[src/rtl/spi_sd_pkg.sv]
package spi_sd_pkg;

  localparam int CHAR_W   = 8;
  localparam int REG_W    = 8;
  localparam int EVT_N    = 3;
  localparam int FLAG_BIT = 7;

  localparam int EV_RXC = 0;
  localparam int EV_TXC = 1;
  localparam int EV_BSY = 2;

  localparam logic [3:0] RA_CMD   = 4'd0;
  localparam logic [3:0] RA_EVT   = 4'd1;
  localparam logic [3:0] RA_MASK  = 4'd2;
  localparam logic [3:0] RA_RXD   = 4'd3;
  localparam logic [3:0] RA_TXD   = 4'd4;
  localparam logic [3:0] RA_IDX   = 4'd5;
  localparam logic [3:0] RA_RXBUF = 4'd6;
  localparam logic [3:0] RA_TXBUF = 4'd7;

  // A programmed length never exceeds the buffer depth.
  function automatic int clamp_len(int raw, int depth);
    return (raw > depth) ? depth : raw;
  endfunction

  // True when the slot about to be used is the last one before a limit.
  function automatic logic last_slot(int cnt, int limit);
    return (cnt + 1) == limit;
  endfunction

  function automatic logic irq_of(logic [EVT_N-1:0] ev, logic [EVT_N-1:0] en);
    return |(ev & en);
  endfunction

endpackage

[src/rtl/spi_sd_sync.sv]
module spi_sd_sync #(
  parameter int N = 3,
  parameter int STAGES = 2,
  parameter logic [N-1:0] RST_VAL = '0
) (
  input  logic         clk,
  input  logic         rst_n,
  input  logic [N-1:0] d,
  output logic [N-1:0] q,
  output logic [N-1:0] rise,
  output logic [N-1:0] fall
);

  logic [STAGES:0][N-1:0] pipe;

  always_ff @(posedge clk or negedge rst_n) begin
    if (!rst_n) pipe <= {(STAGES+1){RST_VAL}};
    else        pipe <= {pipe[STAGES-1:0], d};
  end

  assign q    = pipe[STAGES-1];
  assign rise = pipe[STAGES-1] & ~pipe[STAGES];
  assign fall = ~pipe[STAGES-1] & pipe[STAGES];

endmodule

[src/rtl/spi_sd_shift.sv]
module spi_sd_shift
  import spi_sd_pkg::*;
(
  input  logic              clk,
  input  logic              rst_n,
  input  logic              sel_fall,
  input  logic              sel_active,
  input  logic              sclk_rise,
  input  logic              sclk_fall,
  input  logic              mosi_s,
  input  logic [CHAR_W-1:0] load_byte,
  output logic              load_take,
  output logic              byte_done,
  output logic [CHAR_W-1:0] rx_byte,
  output logic              miso
);

  localparam int BIT_W = $clog2(CHAR_W);

  logic [BIT_W-1:0]  bit_cnt;
  logic [CHAR_W-1:0] rx_sh;
  logic [CHAR_W-1:0] tx_sh;

  wire at_boundary = (bit_cnt == '0);

  assign byte_done = sel_active && sclk_rise && (bit_cnt == BIT_W'(CHAR_W-1));
  assign rx_byte   = {rx_sh[CHAR_W-2:0], mosi_s};
  assign load_take = sel_fall || (sel_active && sclk_fall && at_boundary);
  assign miso      = sel_active ? tx_sh[CHAR_W-1] : 1'b1;

  always_ff @(posedge clk or negedge rst_n) begin
    if (!rst_n) begin
      bit_cnt <= '0;
      rx_sh   <= '0;
      tx_sh   <= '1;
    end else if (sel_fall) begin
      bit_cnt <= '0;
      tx_sh   <= load_byte;
    end else if (sel_active) begin
      if (sclk_rise) begin
        rx_sh   <= rx_byte;
        bit_cnt <= bit_cnt + 1'b1;
      end
      if (sclk_fall) begin
        if (at_boundary) tx_sh <= load_byte;
        else             tx_sh <= {tx_sh[CHAR_W-2:0], 1'b1};
      end
    end
  end

endmodule

[src/rtl/spi_sd_desc.sv]
module spi_sd_desc
  import spi_sd_pkg::*;
#(
  parameter int DEPTH = 16,
  localparam int CNT_W = $clog2(DEPTH + 1),
  localparam int IDX_W = $clog2(DEPTH)
) (
  input  logic              clk,
  input  logic              rst_n,
  input  logic              start_wr,
  input  logic              rxd_wr,
  input  logic              rxd_empty_in,
  input  logic              txd_wr,
  input  logic              txd_ready_in,
  input  logic [CNT_W-1:0]  txd_len_in,
  input  logic              txbuf_wr,
  input  logic [IDX_W-1:0]  buf_idx,
  input  logic [CHAR_W-1:0] txbuf_data,
  input  logic              sel_fall,
  input  logic              sel_rise,
  input  logic              byte_done,
  input  logic [CHAR_W-1:0] rx_byte,
  input  logic              load_take,
  output logic [CHAR_W-1:0] load_byte,
  output logic              armed,
  output logic              rx_empty,
  output logic [CNT_W-1:0]  rx_cnt,
  output logic              tx_ready,
  output logic [CNT_W-1:0]  tx_len,
  output logic [CHAR_W-1:0] rxbuf_q,
  output logic [CHAR_W-1:0] txbuf_q,
  output logic [EVT_N-1:0]  evt_set
);

  logic              session_q, armed_q, cur_buf_q;
  logic              rx_empty_q, tx_ready_q;
  logic [CNT_W-1:0]  rx_cnt_q, tx_len_q, tx_sent_q;
  logic [CHAR_W-1:0] rx_mem [DEPTH];
  logic [CHAR_W-1:0] tx_mem [DEPTH];

  // Named internal events
  wire part          = sel_fall ? armed_q : session_q;
  wire tx_avail      = tx_ready_q && (tx_sent_q < tx_len_q);
  wire rx_accept     = byte_done && session_q && rx_empty_q;
  wire rx_fill_close = rx_accept && last_slot(int'(rx_cnt_q), DEPTH);
  wire rx_sel_close  = sel_rise && session_q && rx_empty_q;
  wire busy_hit      = byte_done && session_q && !rx_empty_q;
  wire tx_done_byte  = byte_done && session_q && cur_buf_q;
  wire tx_close      = tx_done_byte && last_slot(int'(tx_sent_q), int'(tx_len_q));

  assign load_byte = (part && tx_avail) ? tx_mem[tx_sent_q[IDX_W-1:0]] : '1;

  assign evt_set[EV_RXC] = rx_fill_close || rx_sel_close;
  assign evt_set[EV_TXC] = tx_close;
  assign evt_set[EV_BSY] = busy_hit;

  assign armed    = armed_q;
  assign rx_empty = rx_empty_q;
  assign rx_cnt   = rx_cnt_q;
  assign tx_ready = tx_ready_q;
  assign tx_len   = tx_len_q;
  assign rxbuf_q  = rx_mem[buf_idx];
  assign txbuf_q  = tx_mem[buf_idx];

  always_ff @(posedge clk or negedge rst_n) begin
    if (!rst_n) begin
      session_q  <= 1'b0;
      armed_q    <= 1'b0;
      cur_buf_q  <= 1'b0;
      rx_empty_q <= 1'b0;
      tx_ready_q <= 1'b0;
      rx_cnt_q   <= '0;
      tx_len_q   <= '0;
      tx_sent_q  <= '0;
    end else begin
      if (sel_fall)      session_q <= armed_q;
      else if (sel_rise) session_q <= 1'b0;

      if (start_wr)                   armed_q <= 1'b1;
      else if (sel_rise && session_q) armed_q <= 1'b0;

      if (load_take)      cur_buf_q <= part && tx_avail;
      else if (byte_done) cur_buf_q <= 1'b0;

      if (rx_accept) rx_cnt_q <= rx_cnt_q + 1'b1;
      if (rx_fill_close || rx_sel_close) rx_empty_q <= 1'b0;

      if (tx_done_byte) tx_sent_q <= tx_sent_q + 1'b1;
      if (tx_close)     tx_ready_q <= 1'b0;

      if (rxd_wr) begin
        rx_empty_q <= rxd_empty_in;
        if (rxd_empty_in) rx_cnt_q <= '0;
      end
      if (txd_wr) begin
        tx_ready_q <= txd_ready_in;
        tx_len_q   <= CNT_W'(clamp_len(int'(txd_len_in), DEPTH));
        tx_sent_q  <= '0;
      end
    end
  end

  always_ff @(posedge clk) begin
    if (rx_accept) rx_mem[rx_cnt_q[IDX_W-1:0]] <= rx_byte;
    if (txbuf_wr)  tx_mem[buf_idx] <= txbuf_data;
  end

  // Count never passes the buffer depth
  assert_rx_cnt_bound_R7: assert property (@(posedge clk) disable iff (!rst_n)
    rx_cnt_q <= CNT_W'(DEPTH));

  // The byte that fills the buffer closes it at once
  assert_rx_full_close_R7: assert property (@(posedge clk) disable iff (!rst_n)
    (rx_fill_close && !rxd_wr) |=> (!rx_empty_q && rx_cnt_q == CNT_W'(DEPTH)));

  // A busy byte is dropped
  assert_busy_drops_R8: assert property (@(posedge clk) disable iff (!rst_n)
    (busy_hit && !rxd_wr) |=> $stable(rx_cnt_q));

  // Bytes outside an armed session leave the receive count alone
  assert_unarmed_ignored_R2: assert property (@(posedge clk) disable iff (!rst_n)
    (byte_done && !session_q && !rxd_wr) |=> $stable(rx_cnt_q));

  // The last programmed byte drops the ready flag
  assert_tx_close_R5: assert property (@(posedge clk) disable iff (!rst_n)
    (tx_close && !txd_wr) |=> !tx_ready_q);

  assert_tx_pos_bound_R5: assert property (@(posedge clk) disable iff (!rst_n)
    (tx_ready_q && tx_len_q != '0) |-> (tx_sent_q < tx_len_q));

  // Deselect keeps the transmit side as it was
  assert_desel_keeps_tx_R6: assert property (@(posedge clk) disable iff (!rst_n)
    (sel_rise && session_q && !txd_wr) |=> (tx_ready_q == $past(tx_ready_q)
                                             && tx_sent_q == $past(tx_sent_q)));

  // A finished session disarms the slave unless restarted
  assert_disarm_R11: assert property (@(posedge clk) disable iff (!rst_n)
    (sel_rise && session_q && !start_wr) |=> !armed_q);

endmodule

[src/rtl/spi_sd_evt.sv]
module spi_sd_evt
  import spi_sd_pkg::*;
(
  input  logic             clk,
  input  logic             rst_n,
  input  logic [EVT_N-1:0] evt_set,
  input  logic             clr_wr,
  input  logic [EVT_N-1:0] clr_bits,
  input  logic             mask_wr,
  input  logic [EVT_N-1:0] mask_in,
  output logic [EVT_N-1:0] evt,
  output logic [EVT_N-1:0] mask,
  output logic             irq
);

  for (genvar i = 0; i < EVT_N; i++) begin : g_bit
    logic q;
    always_ff @(posedge clk or negedge rst_n) begin
      if (!rst_n)                    q <= 1'b0;
      else if (evt_set[i])           q <= 1'b1;
      else if (clr_wr && clr_bits[i]) q <= 1'b0;
    end
    assign evt[i] = q;

    // Writing one clears a bit that is not being set
    assert_evt_w1c_R9: assert property (@(posedge clk) disable iff (!rst_n)
      (clr_wr && clr_bits[i] && !evt_set[i]) |=> !evt[i]);

    // A hardware set is never lost to a clear
    assert_evt_set_wins_R9: assert property (@(posedge clk) disable iff (!rst_n)
      evt_set[i] |=> evt[i]);
  end

  always_ff @(posedge clk or negedge rst_n) begin
    if (!rst_n)       mask <= '0;
    else if (mask_wr) mask <= mask_in;
  end

  assign irq = irq_of(evt, mask);

endmodule

[src/rtl/spi_sd_slave.sv]
module spi_sd_slave
  import spi_sd_pkg::*;
#(
  parameter int DEPTH = 16,
  parameter int SYNC_STAGES = 2
) (
  input  logic       clk,
  input  logic       rst_n,
  input  logic       reg_we,
  input  logic [3:0] reg_addr,
  input  logic [7:0] reg_wdata,
  output logic [7:0] reg_rdata,
  input  logic       spi_sclk,
  input  logic       spi_ss_n,
  input  logic       spi_mosi,
  output logic       spi_miso,
  output logic       irq
);

  localparam int CNT_W = $clog2(DEPTH + 1);
  localparam int IDX_W = $clog2(DEPTH);
  localparam int L_SS = 2;
  localparam int L_CK = 1;
  localparam int L_DI = 0;

  logic [2:0] ln_q, ln_rise, ln_fall;

  spi_sd_sync #(.N(3), .STAGES(SYNC_STAGES), .RST_VAL(3'b100)) u_sync (
    .clk(clk), .rst_n(rst_n),
    .d({spi_ss_n, spi_sclk, spi_mosi}),
    .q(ln_q), .rise(ln_rise), .fall(ln_fall)
  );

  wire sel_fall   = ln_fall[L_SS];
  wire sel_rise   = ln_rise[L_SS];
  wire sel_active = !ln_q[L_SS];
  wire sclk_rise  = ln_rise[L_CK];
  wire sclk_fall  = ln_fall[L_CK];
  wire mosi_s     = ln_q[L_DI];
  wire unused_lines = ^{ln_q[L_CK], ln_rise[L_DI], ln_fall[L_DI]};

  // Register decode
  wire wr_cmd   = reg_we && reg_addr == RA_CMD && reg_wdata[0];
  wire wr_evt   = reg_we && reg_addr == RA_EVT;
  wire wr_mask  = reg_we && reg_addr == RA_MASK;
  wire wr_rxd   = reg_we && reg_addr == RA_RXD;
  wire wr_txd   = reg_we && reg_addr == RA_TXD;
  wire wr_idx   = reg_we && reg_addr == RA_IDX;
  wire wr_txbuf = reg_we && reg_addr == RA_TXBUF;

  logic [IDX_W-1:0] idx_q;
  always_ff @(posedge clk or negedge rst_n) begin
    if (!rst_n)      idx_q <= '0;
    else if (wr_idx) idx_q <= reg_wdata[IDX_W-1:0];
  end

  logic              load_take, byte_done;
  logic [CHAR_W-1:0] rx_byte, load_byte, rxbuf_q, txbuf_q;
  logic              armed, rx_empty, tx_ready;
  logic [CNT_W-1:0]  rx_cnt, tx_len;
  logic [EVT_N-1:0]  evt_set, evt, mask;

  spi_sd_shift u_shift (
    .clk(clk), .rst_n(rst_n),
    .sel_fall(sel_fall), .sel_active(sel_active),
    .sclk_rise(sclk_rise), .sclk_fall(sclk_fall), .mosi_s(mosi_s),
    .load_byte(load_byte), .load_take(load_take),
    .byte_done(byte_done), .rx_byte(rx_byte), .miso(spi_miso)
  );

  spi_sd_desc #(.DEPTH(DEPTH)) u_desc (
    .clk(clk), .rst_n(rst_n),
    .start_wr(wr_cmd),
    .rxd_wr(wr_rxd), .rxd_empty_in(reg_wdata[FLAG_BIT]),
    .txd_wr(wr_txd), .txd_ready_in(reg_wdata[FLAG_BIT]),
    .txd_len_in(reg_wdata[CNT_W-1:0]),
    .txbuf_wr(wr_txbuf), .buf_idx(idx_q), .txbuf_data(reg_wdata[CHAR_W-1:0]),
    .sel_fall(sel_fall), .sel_rise(sel_rise),
    .byte_done(byte_done), .rx_byte(rx_byte), .load_take(load_take),
    .load_byte(load_byte), .armed(armed),
    .rx_empty(rx_empty), .rx_cnt(rx_cnt),
    .tx_ready(tx_ready), .tx_len(tx_len),
    .rxbuf_q(rxbuf_q), .txbuf_q(txbuf_q),
    .evt_set(evt_set)
  );

  spi_sd_evt u_evt (
    .clk(clk), .rst_n(rst_n),
    .evt_set(evt_set),
    .clr_wr(wr_evt), .clr_bits(reg_wdata[EVT_N-1:0]),
    .mask_wr(wr_mask), .mask_in(reg_wdata[EVT_N-1:0]),
    .evt(evt), .mask(mask), .irq(irq)
  );

  always_comb begin
    reg_rdata = '0;
    case (reg_addr)
      RA_CMD:   reg_rdata[0] = armed;
      RA_EVT:   reg_rdata[EVT_N-1:0] = evt;
      RA_MASK:  reg_rdata[EVT_N-1:0] = mask;
      RA_RXD: begin
        reg_rdata[FLAG_BIT]  = rx_empty;
        reg_rdata[CNT_W-1:0] = rx_cnt;
      end
      RA_TXD: begin
        reg_rdata[FLAG_BIT]  = tx_ready;
        reg_rdata[CNT_W-1:0] = tx_len;
      end
      RA_IDX:   reg_rdata[IDX_W-1:0] = idx_q;
      RA_RXBUF: reg_rdata[CHAR_W-1:0] = rxbuf_q;
      RA_TXBUF: reg_rdata[CHAR_W-1:0] = txbuf_q;
      default:  reg_rdata = {REG_W{unused_lines & 1'b0}};
    endcase
  end

  // Idle line stays high once select has been released
  assert_idle_miso_R1: assert property (@(posedge clk) disable iff (!rst_n)
    ($past(ln_q[L_SS]) && ln_q[L_SS]) |-> spi_miso);

endmodule

[config.mk]
export PLATFORM = sky130hd
export DESIGN_NAME = spi_sd_slave
export DESIGN_NICKNAME = d
export VERILOG_FILES = /design/src/rtl/spi_sd_pkg.sv /design/src/rtl/spi_sd_sync.sv /design/src/rtl/spi_sd_shift.sv /design/src/rtl/spi_sd_desc.sv /design/src/rtl/spi_sd_evt.sv /design/src/rtl/spi_sd_slave.sv
export SDC_FILE = /design/constraint.sdc
export NUM_CORES = 1
export LEC_CHECK = 0
export BUFFER_PORTS_ARGS = -buffer_cell sky130_fd_sc_hd__buf_2
export CAP_MARGIN = 20
export CORE_ASPECT_RATIO = 0.9
export CORE_UTILIZATION = 50
export DETAILED_ROUTE_END_ITERATION = 7
export PLACE_DENSITY = 0.76
export SLEW_MARGIN = 15
export SYNTH_ARGS = -nofsm -noshare
export SYNTH_HDL_FRONTEND = slang
export SYNTH_SLANG_ARGS = --single-unit
export TNS_END_PERCENT = 5
[constraint.sdc]
create_clock -name clk -period 6.43 [get_ports clk]
set_input_delay 0.9645 -clock clk [delete_from_list [all_inputs] [get_ports clk]]
set_output_delay 0.9645 -clock clk [all_outputs]
set_load 0.02 [all_outputs]
==> summary by stage, run 1 <==
Yosys
Synthesis produced a netlist whose cell count is 815. In the post-synthesis netlist, the biggest area contributors are sky130_fd_sc_hd__edfxtp_1 56%, sky130_fd_sc_hd__mux4_2 16%, sky130_fd_sc_hd__dfrtp_1 8.2%. The largest area contributor in the netlist is sky130_fd_sc_hd__edfxtp_1. Counting distinct cell types in the post-synthesis netlist gives 54. Synthesis produced a netlist with a net count of between 800 and 900.

The part of the Yosys area used for sequential elements is 65.9%. The synthesized design contains around 310 register bits. Yosys mapped a number of flops with a built-in enable equal to between 200 and 300. Among all flip-flop cells after synthesis, the most frequent one is sky130_fd_sc_hd__edfxtp_1. The area share of the leading cell type in the synthesized netlist is a little under three fifths. The async set-reset flop share out of synthesis is roughly 18%.

A synthesized cell averages 16.9 µm². During synthesis, Yosys emitted a total of 0 warnings. The combined area of all synthesized cells is between 10000 and 15000 µm².

Detailed routing
The highest metal layer carrying signal wires in the routed design is met5. In the final routing, the length of wire on met1 measures about 13000 µm. The antenna violation net count after detailed routing is 0.

After detailed routing, the met2 layer carries 14600 µm of wire. After detailed routing, the total wire length is around 32000 µm. After the first detailed-routing iteration, the DRC count stood at about 1000. The detailed-route via count is ~7900.

The per-cell via count in the routed design is approximately 6.5. Before antenna repair, the detailed router went through 5 iterations. Detailed routing placed a total of between 3000 and 4000 µm of wire on met3. After detailed routing, the number of remaining DRC violations is 0. In the final routed layout, each cell accounts on average for about 26 µm.

Clock network
The number of hold buffers added after CTS was 0. The count of instances resized after the clock tree is built is 0. The H-tree depth is 1. Once the clock tree was built, the setup fixing pass inserted 0 buffers. After clock tree synthesis, the clock-pin slew on the worst setup and hold paths is around 0.06 ns.

The tree is rooted in a sky130_fd_sc_hd__clkbuf_16. The clock network latency to the later pin of the worst-skew pair is 0.58 ns. The number of buffers inserted during clock tree synthesis is 31.

The TritonCTS clock tree is yes. The number of buffers on the longest clock path is 3. The clock drives around 310 sinks.

Layout
The area growth from synthesis to final layout is 11.1%. Cells fill 56.6% of the core in the end. The number of antenna diodes in the final layout is 0. The count of filler cells inserted in the layout is 2019. The post-route netlist has 25.9% of its cells at a drive strength greater than 1. The count of nets after finishing is 881.

Pwr
For this design the total switching power over the nets is approximately 1.3 mW. The standby leakage power is 5.22 nW. The switching fraction of total power is 26.4%. The share of power burned in the clock network is about a third.

The logic gate share of total power is approximately 15%. The sequential share of power is between 40% and 50%. Cell internal power was estimated by the tool at approximately 3.7 mW. In this run the power density over the cells is between 300 and 400 nW/µm². Across the VDD grid, the largest voltage drop is ~230 µV.

STA
The final period demand of the worst path is about 4.7 ns. The final-report max-slew violation count is 0. The worst setup skew after layout is 0.0265 ns. The period utilization is around three quarters. The slew of the pin with the lowest slew margin is 1.11 ns. The final-layout setup total negative slack is 0 ns.

The hold violation count in the final report is 0. The relative max-transition margin is about a quarter. Setup repair after global routing left no endpoint under its margin. The maximum frequency from static timing analysis is about 0.21 GHz. The total of endpoints with negative setup slack in the final report is 0.

Job
The count of max-cap constraint violations is 0.

Min path
The depth of the worst hold-timing path is 0. The path class of the tightest hold or removal check is reg2reg.

Floorplan
28 I/O pins were placed. The die extent in y is between 150 and 200 µm. The total number of placement rows is 57. The full die area is between 20000 and 30000 µm². The floorplan step defined a core boundary enclosing roughly 27000 µm².

The floorplan step set the die width to about 180 µm. Once the floorplan was initialized, standard cells occupied between 50% and 60% of the core.

GRT
The number of global-route vias before repair is approximately 7800. The residual overflow from global routing is 0. The initial antenna violation count was 1. The overall routing resource usage is a little under a quarter. Entering global routing, the biggest net connects 57 pins. The wire length of the first global-routing pass is 47900 µm.

Setup path
In this run the worst path has a maximum fanout of 44. The depth of the worst register-to-register path is 3. The longest individual stage delay on the worst path is around 1 ns. Data on the critical path is required at its endpoint by 5.47 ns. The worst setup path is of the reg2out kind. The worst setup path is launched from a register.

The slowest library cell on the worst path is sky130_fd_sc_hd__dfrtp_4. The arrival time of the worst setup path is between 3 and 4 ns. The signal on the critical path passes through buf_4 -> mux4_2 -> a22oi_1 -> a21oi_1 -> or4_1 -> buf_2.

STA classifies the critical path endpoint as an output port.

Placement
The congestion estimate from routability-driven global placement came to 0.856. Port buffering added 27 buffers. The HPWL reported at the end of detailed placement is approximately 20000 µm.

Status
The flow ran to the end, and the final reports show no timing, DRC or antenna violations.
[path summary, 6_finish.rpt]
kind / from / to / slack, ns
min: u_sync.pipe[0] / u_sync.q[0] / 0.35
max: idx_q[0] / reg_rdata[7] / 1.73
min reg2reg: u_sync.pipe[0] / u_sync.q[0] / 0.35
max reg2reg: idx_q[0] / u_desc.tx_mem[3][4] / 3.61
min in group asynchronous: rst_n / u_desc.tx_len[0] / 0.56
max in group asynchronous: rst_n / idx_q[0] / 5.29
[area by class of cell]
class                           instances  area, µm²  share of cell area, %
Clock buffer                           37        808                   5.27
Inverter                               17       63.8                  0.416
Clock inverter                         20        191                   1.25
Timing Repair Buffer                   47        317                   2.06
Tap cell                              354        443                   2.89
Sequential cell                       312       9110                   59.4
Multi-Input combinational cell        437       4410                   28.8
[metal layers]
metal | vias to the layer above | global-route usage (%)
li1 | 3319 | -
met3 | 73 | 4.60
met2 | 459 | 34.0
met4 | 2 | 6.82
met5 | - | 0
met1 | 4093 | 34.2
[worst max-delay path, delay by kind of cell (launching register included)]
family / cells / cell delay (ns)
flip-flops: 1 / 0.98
AND/OR/NAND/NOR: 1 / 0.48
multiplexers: 1 / 0.57
AO/OA/AOI/OAI: 2 / 0.38
buffers and inverters: 2 / 0.72
[power groups by stage]
stage / clock network, mW / registers (mW) / logic [mW]
floorplan: 0 / 2.42 / 0.641
global placement: 0 / 2.55 / 0.710
global route: 1.88 / 2.52 / 0.806
finish: 1.78 / 2.50 / 0.752
detailed placement: 0 / 2.56 / 0.725
CTS: 1.80 / 2.51 / 0.730
[cells in the mapped netlist (16+ instances only)]
cell and n:
sky130_fd_sc_hd__nand2_1 34, sky130_fd_sc_hd__mux2i_1 17, sky130_fd_sc_hd__inv_1 17, sky130_fd_sc_hd__clkbuf_1 18
sky130_fd_sc_hd__nand3_1 23, sky130_fd_sc_hd__nor2_1 66, sky130_fd_sc_hd__edfxtp_1 256, sky130_fd_sc_hd__o21ai_0 16
sky130_fd_sc_hd__ha_1 17, sky130_fd_sc_hd__mux4_2 96, sky130_fd_sc_hd__dfrtp_1 45, sky130_fd_sc_hd__a22oi_1 19
[placed cells by master, fill, tap and decap left out, types with 19 or more instances in the layout]
master	instances
sky130_fd_sc_hd__a22oi_1	19
sky130_fd_sc_hd__nand3_1	23
sky130_fd_sc_hd__mux4_2	96
sky130_fd_sc_hd__buf_2	27
sky130_fd_sc_hd__edfxtp_1	256
sky130_fd_sc_hd__nand2_1	34
sky130_fd_sc_hd__clkbuf_16	31
sky130_fd_sc_hd__nor2_1	65
sky130_fd_sc_hd__dfrtp_1	42
[stage by stage]
stage / setup WS, ns / power (mW) / instances / hold slack, ns / instance area [µm²]
2_1_floorplan: 3.07 / 3.06 / 815 / 0.331 / 13800
3_3_place_gp: 2.21 / 3.26 / 1160 / 0.336 / 14300
3_5_place_dp: 2.16 / 3.28 / 1161 / 0.335 / 14300
4_1_cts: 1.53 / 5.04 / 1218 / 0.349 / 15300
5_1_grt: 1.48 / 5.20 / 1224 / 0.359 / 15300
6_report: 1.73 / 5.03 / 1224 / 0.348 / 15300
[sequential cells by signal, indices dropped and copies added (netlist names), 4 cells and up]
signal and cells:
u_desc.tx_mem 128, idx_q 4, u_desc.rx_mem 128, u_sync.pipe 5, u_desc.tx_len 5, u_desc.rx_cnt 5, u_shift.rx_sh 7, u_shift.tx_sh 8
u_desc.tx_sent_q 5
[cells by family (layout without fill, tap and decap cells)]
logic type / after synthesis / after routing / synth area share (%)
flip-flops: 312 / 312 / 65.9
AND/OR/NAND/NOR: 190 / 190 / 6.73
multiplexers: 128 / 128 / 18.1
AO/OA/AOI/OAI: 86 / 86 / 4.47
buffers and inverters: 66 / 121 / 2.23
adder cells (fa/ha/maj): 17 / 17 / 1.54
XOR/XNOR: 16 / 16 / 1.01
(Power assumes the default switching activity.)
==> run 2: changes to the inputs <==
==> constraint.sdc (replaced) <==
create_clock -name clk -period 4.8 [get_ports clk]
set_input_delay 0.72 -clock clk [delete_from_list [all_inputs] [get_ports clk]]
set_output_delay 0.72 -clock clk [all_outputs]
set_load 0.02 [all_outputs]
==> run 2 against run 1 <==
  * Global-route usage grew 1.1 points
  * Non-clock buffer count rose by 3
  * Sequential cell count stayed put
  * Clock skew decreased by 0.010 ns
  * Design area up 0.58%
  * Hold slack got worse by 0.038 ns
  * Sequential power increased by 34%
  * Critical endpoint is now reg_rdata[3]
==> summary by stage, run 2 (synthesis gave the netlist of run 1 again) <==
Detailed routing
The number of DRC markers in iteration 0 is 1112 (+7.9%). The per-cell via count in the routed design was 6.54 (+0.73%). The total detailed-routing wirelength is 33000 µm (+4.0%). The antenna violation net count after detailed routing was 0 (unchanged).

The per-cell routed wire length was 26.9 µm (+3.6%). The first-pass iteration count of the detailed router is 5 (unchanged). The DRC violations left is 0 (unchanged).

The detailed-route via count was 8037 (+1.1%).

Setup path
The critical path goes through buf_4 -> mux4_2 -> mux2i_1 -> nor2_1 -> or4_1 -> buf_2. The slowest library cell on the worst path is sky130_fd_sc_hd__dfrtp_4. The maximum fanout along the worst path is 53 (+20%). The critical path required time is 4.08 ns (-1.39 ns). The longest individual stage delay on the worst path was 1.06 ns (+0.08 ns). The setup path with the least slack is of type reg2out. The kind of start point of the critical path is a register. The critical path endpoint category is an output port.

The arrival time of the worst setup path is 3.43 ns (-0.31 ns).

Status
The run finished with clean final reports.

Clock network
The number of buffers inserted by post-CTS setup repair is 0 (unchanged). The clock-pin slew on the worst setup and hold paths came to 0.06 ns (about the same). The number of buffers on the longest clock path is 3 (unchanged). The H-tree depth is 2 (+1).

The clock network latency to the later pin of the worst-skew pair is 0.51 ns (-0.07 ns). The total of hold buffers inserted after clock tree synthesis came to 0 (unchanged). The TritonCTS clock tree is yes. The number of buffers inserted during clock tree synthesis is 34 (+9.7%).

The buffer cell driving the clock tree root is sky130_fd_sc_hd__clkbuf_16. The sink count of the clock tree is 312 (unchanged). The count of instances resized after the clock tree is built is 0 (unchanged).

STA
The relative max-transition margin is 18.7% (-7.2 points). The routed design could run at a clock period as short as a little over 4 ns. The worst setup skew after layout is 0.0165 ns (-0.00997 ns). The final-report max-slew violation count came to 0 (unchanged). The final-layout setup total negative slack is 0 ns (unchanged). Static timing analysis puts the maximum clock frequency at around 0.24 GHz. The hold violation count in the final report is 0 (unchanged). The slew of the pin with the lowest slew margin came to 1.22 ns (+0.108 ns). The period utilization is a little under nine tenths. The total of endpoints with negative setup slack in the final report is 0 (unchanged). Setup repair after global routing left no endpoint under its margin.

Pwr
The sequential share of power is 48.4% (-1.3 points). The switching power is 1.79 mW (+35%). The share of power burned in the clock network is 36.9% (+1.6 points). The switching fraction of total power was 25.8% (-0.57 points). The standby leakage power was 5.28 nW (+1.2%).

The largest vdd supply drop is 234 µV (-0.14%). The logic gate share of total power is 14.7% (-0.3 points). The power per unit of standard cell area was 449 nW/µm² (+37%). The internal power contribution is 5.15 mW (+39%).

Layout
The final cell area excluding filler cells came to 15400 µm² (+0.58%). The library cells used most frequently in the layout, excluding fill and tap cells, are 256 x sky130_fd_sc_hd__edfxtp_1, 96 x sky130_fd_sc_hd__mux4_2, 66 x sky130_fd_sc_hd__nor2_1. Compared with the post-synthesis result, the final layout area differs by 11.8%. The fraction of final layout cells with drive strength greater than 1 came to 26.0% (+0.14 points). The count of nets after finishing came to 887 (+0.68%). The most common library cell in the layout ignoring fill and taps is sky130_fd_sc_hd__edfxtp_1.

Placement
The number of buffers added on ports is 27 (unchanged). The global placer's final weighted congestion is 0.874 (+2.2%). The placement-stage cell area was 14300 µm² (+0.27%).

The HPWL reported at the end of detailed placement was 21000 µm (+5.1%).

GRT
The pin count of the biggest net entering global routing is 57 (unchanged). The number of global-route vias before repair is 8078 (+3.7%). The initial antenna violation count was 2 (+1). The wire length of the first global-routing pass is 50000 µm (+4.4%). The residual overflow from global routing is 0 (unchanged). The overall routing resource usage came to 24.0% (+1.1 points).

Floorplan
The floorplan die width is 177 µm (unchanged). The die extent in y is 160 µm (unchanged). The placeable core region is 27100 µm² (unchanged). The starting density of the core is 51.0% (unchanged). The I/O pin count is 28 (unchanged). The full die area came to 28300 µm² (unchanged).

The total number of placement rows is 57 (unchanged).

Min path
The class of the most critical hold timing path is in2reg.

Job
The count of max-cap constraint violations is 0 (unchanged).
-- run 2: cell types whose count changed in the layout (fill, tap and decap cells not counted), moves of 2 or more --
cell / previous run / this run
sky130_fd_sc_hd__buf_4: 14 / 20
sky130_fd_sc_hd__buf_6: 5 / 2
sky130_fd_sc_hd__clkbuf_16: 31 / 37
sky130_fd_sc_hd__clkbuf_8: 1 / 3
sky130_fd_sc_hd__clkinv_1: 5 / 3
sky130_fd_sc_hd__clkinv_2: 8 / 5
sky130_fd_sc_hd__clkinv_4: 0 / 2
sky130_fd_sc_hd__clkinvlp_4: 3 / 0
sky130_fd_sc_hd__diode_2: 0 / 2
sky130_fd_sc_hd__nor3_1: 8 / 10
sky130_fd_sc_hd__nor3_2: 2 / 0
-- run 2: critical path, delay by kind of cell (launching register included) --
family / cells / cell delay, ns
buf+inv: 2 / 0.53
flops: 1 / 1.06
simple gates: 2 / 0.58
mux: 2 / 0.73
-- run 2: worst paths after layout --
| path | slack [ns] | startpoint | end | depth (start not counted) |
|---|---|---|---|---|
| setup / recovery | 0.65 | idx_q[0] | reg_rdata[3] | 6 |
| hold / removal | 0.31 | spi_ss_n | u_sync.pipe[2] | 1 |
| setup reg to reg | 1.86 | idx_q[1] | u_desc.tx_mem[7][4] | 3 |
| hold reg to reg | 0.36 | u_sync.pipe[2] | u_sync.q[2] | 0 |
| max in group asynchronous | 3.84 | rst_n | idx_q[0] | 2 |
| min in group asynchronous | 0.38 | rst_n | u_desc.tx_sent_q[3] | 2 |
-- run 2: metal layers --
metal / GRT usage, % / part of all wire [%] / wire length, µm / vias up
li1: - / - / - / 3337
met1: 34.9 / 40 / 13200 / 4107
met2: 36.3 / 47 / 15400 / 519
met3: 4.71 / 10 / 3380 / 74
met4: 8.23 / 3.0 / 975 / 0
met5: 0 / 0 / 0 / -
-- run 2: power by group through the flow --
stage | Combinational, mW | Clock [mW] | Sequential, mW
3_5_place_dp | 1.00 | 0 | 3.41
6_report | 1.02 | 2.56 | 3.36
4_1_cts | 1.01 | 2.58 | 3.36
3_3_place_gp | 0.976 | 0 | 3.40
5_1_grt | 1.08 | 2.69 | 3.39
2_1_floorplan | 0.858 | 0 | 3.24
-- run 2: metrics by stage --
| step | total power, mW | hold WS [ns] | util (%) | worst slack, ns | cells |
|---|---|---|---|---|---|
| 5_1_grt | 7.16 | 0.305 | 56.9 | 0.486 | 1227 |
| 3_5_place_dp | 4.41 | 0.336 | 52.8 | 1.14 | 1167 |
| 4_1_cts | 6.95 | 0.300 | 56.8 | 0.576 | 1224 |
| 6_report | 6.94 | 0.310 | 56.9 | 0.655 | 1229 |
| 2_1_floorplan | 4.09 | 0.331 | - | 1.93 | 815 |
| 3_3_place_gp | 4.38 | 0.337 | 52.7 | 1.14 | 1166 |
-- run 2: final cells by class --
class	count	area, µm²
Sequential cell	312	9110
Timing Repair Buffer	50	313
Inverter	17	63.8
Multi-Input combinational cell	437	4400
Tap cell	354	443
Fill cell	2003	11700
Antenna cell	2	5.00
Clock buffer	45	986
Clock inverter	12	114
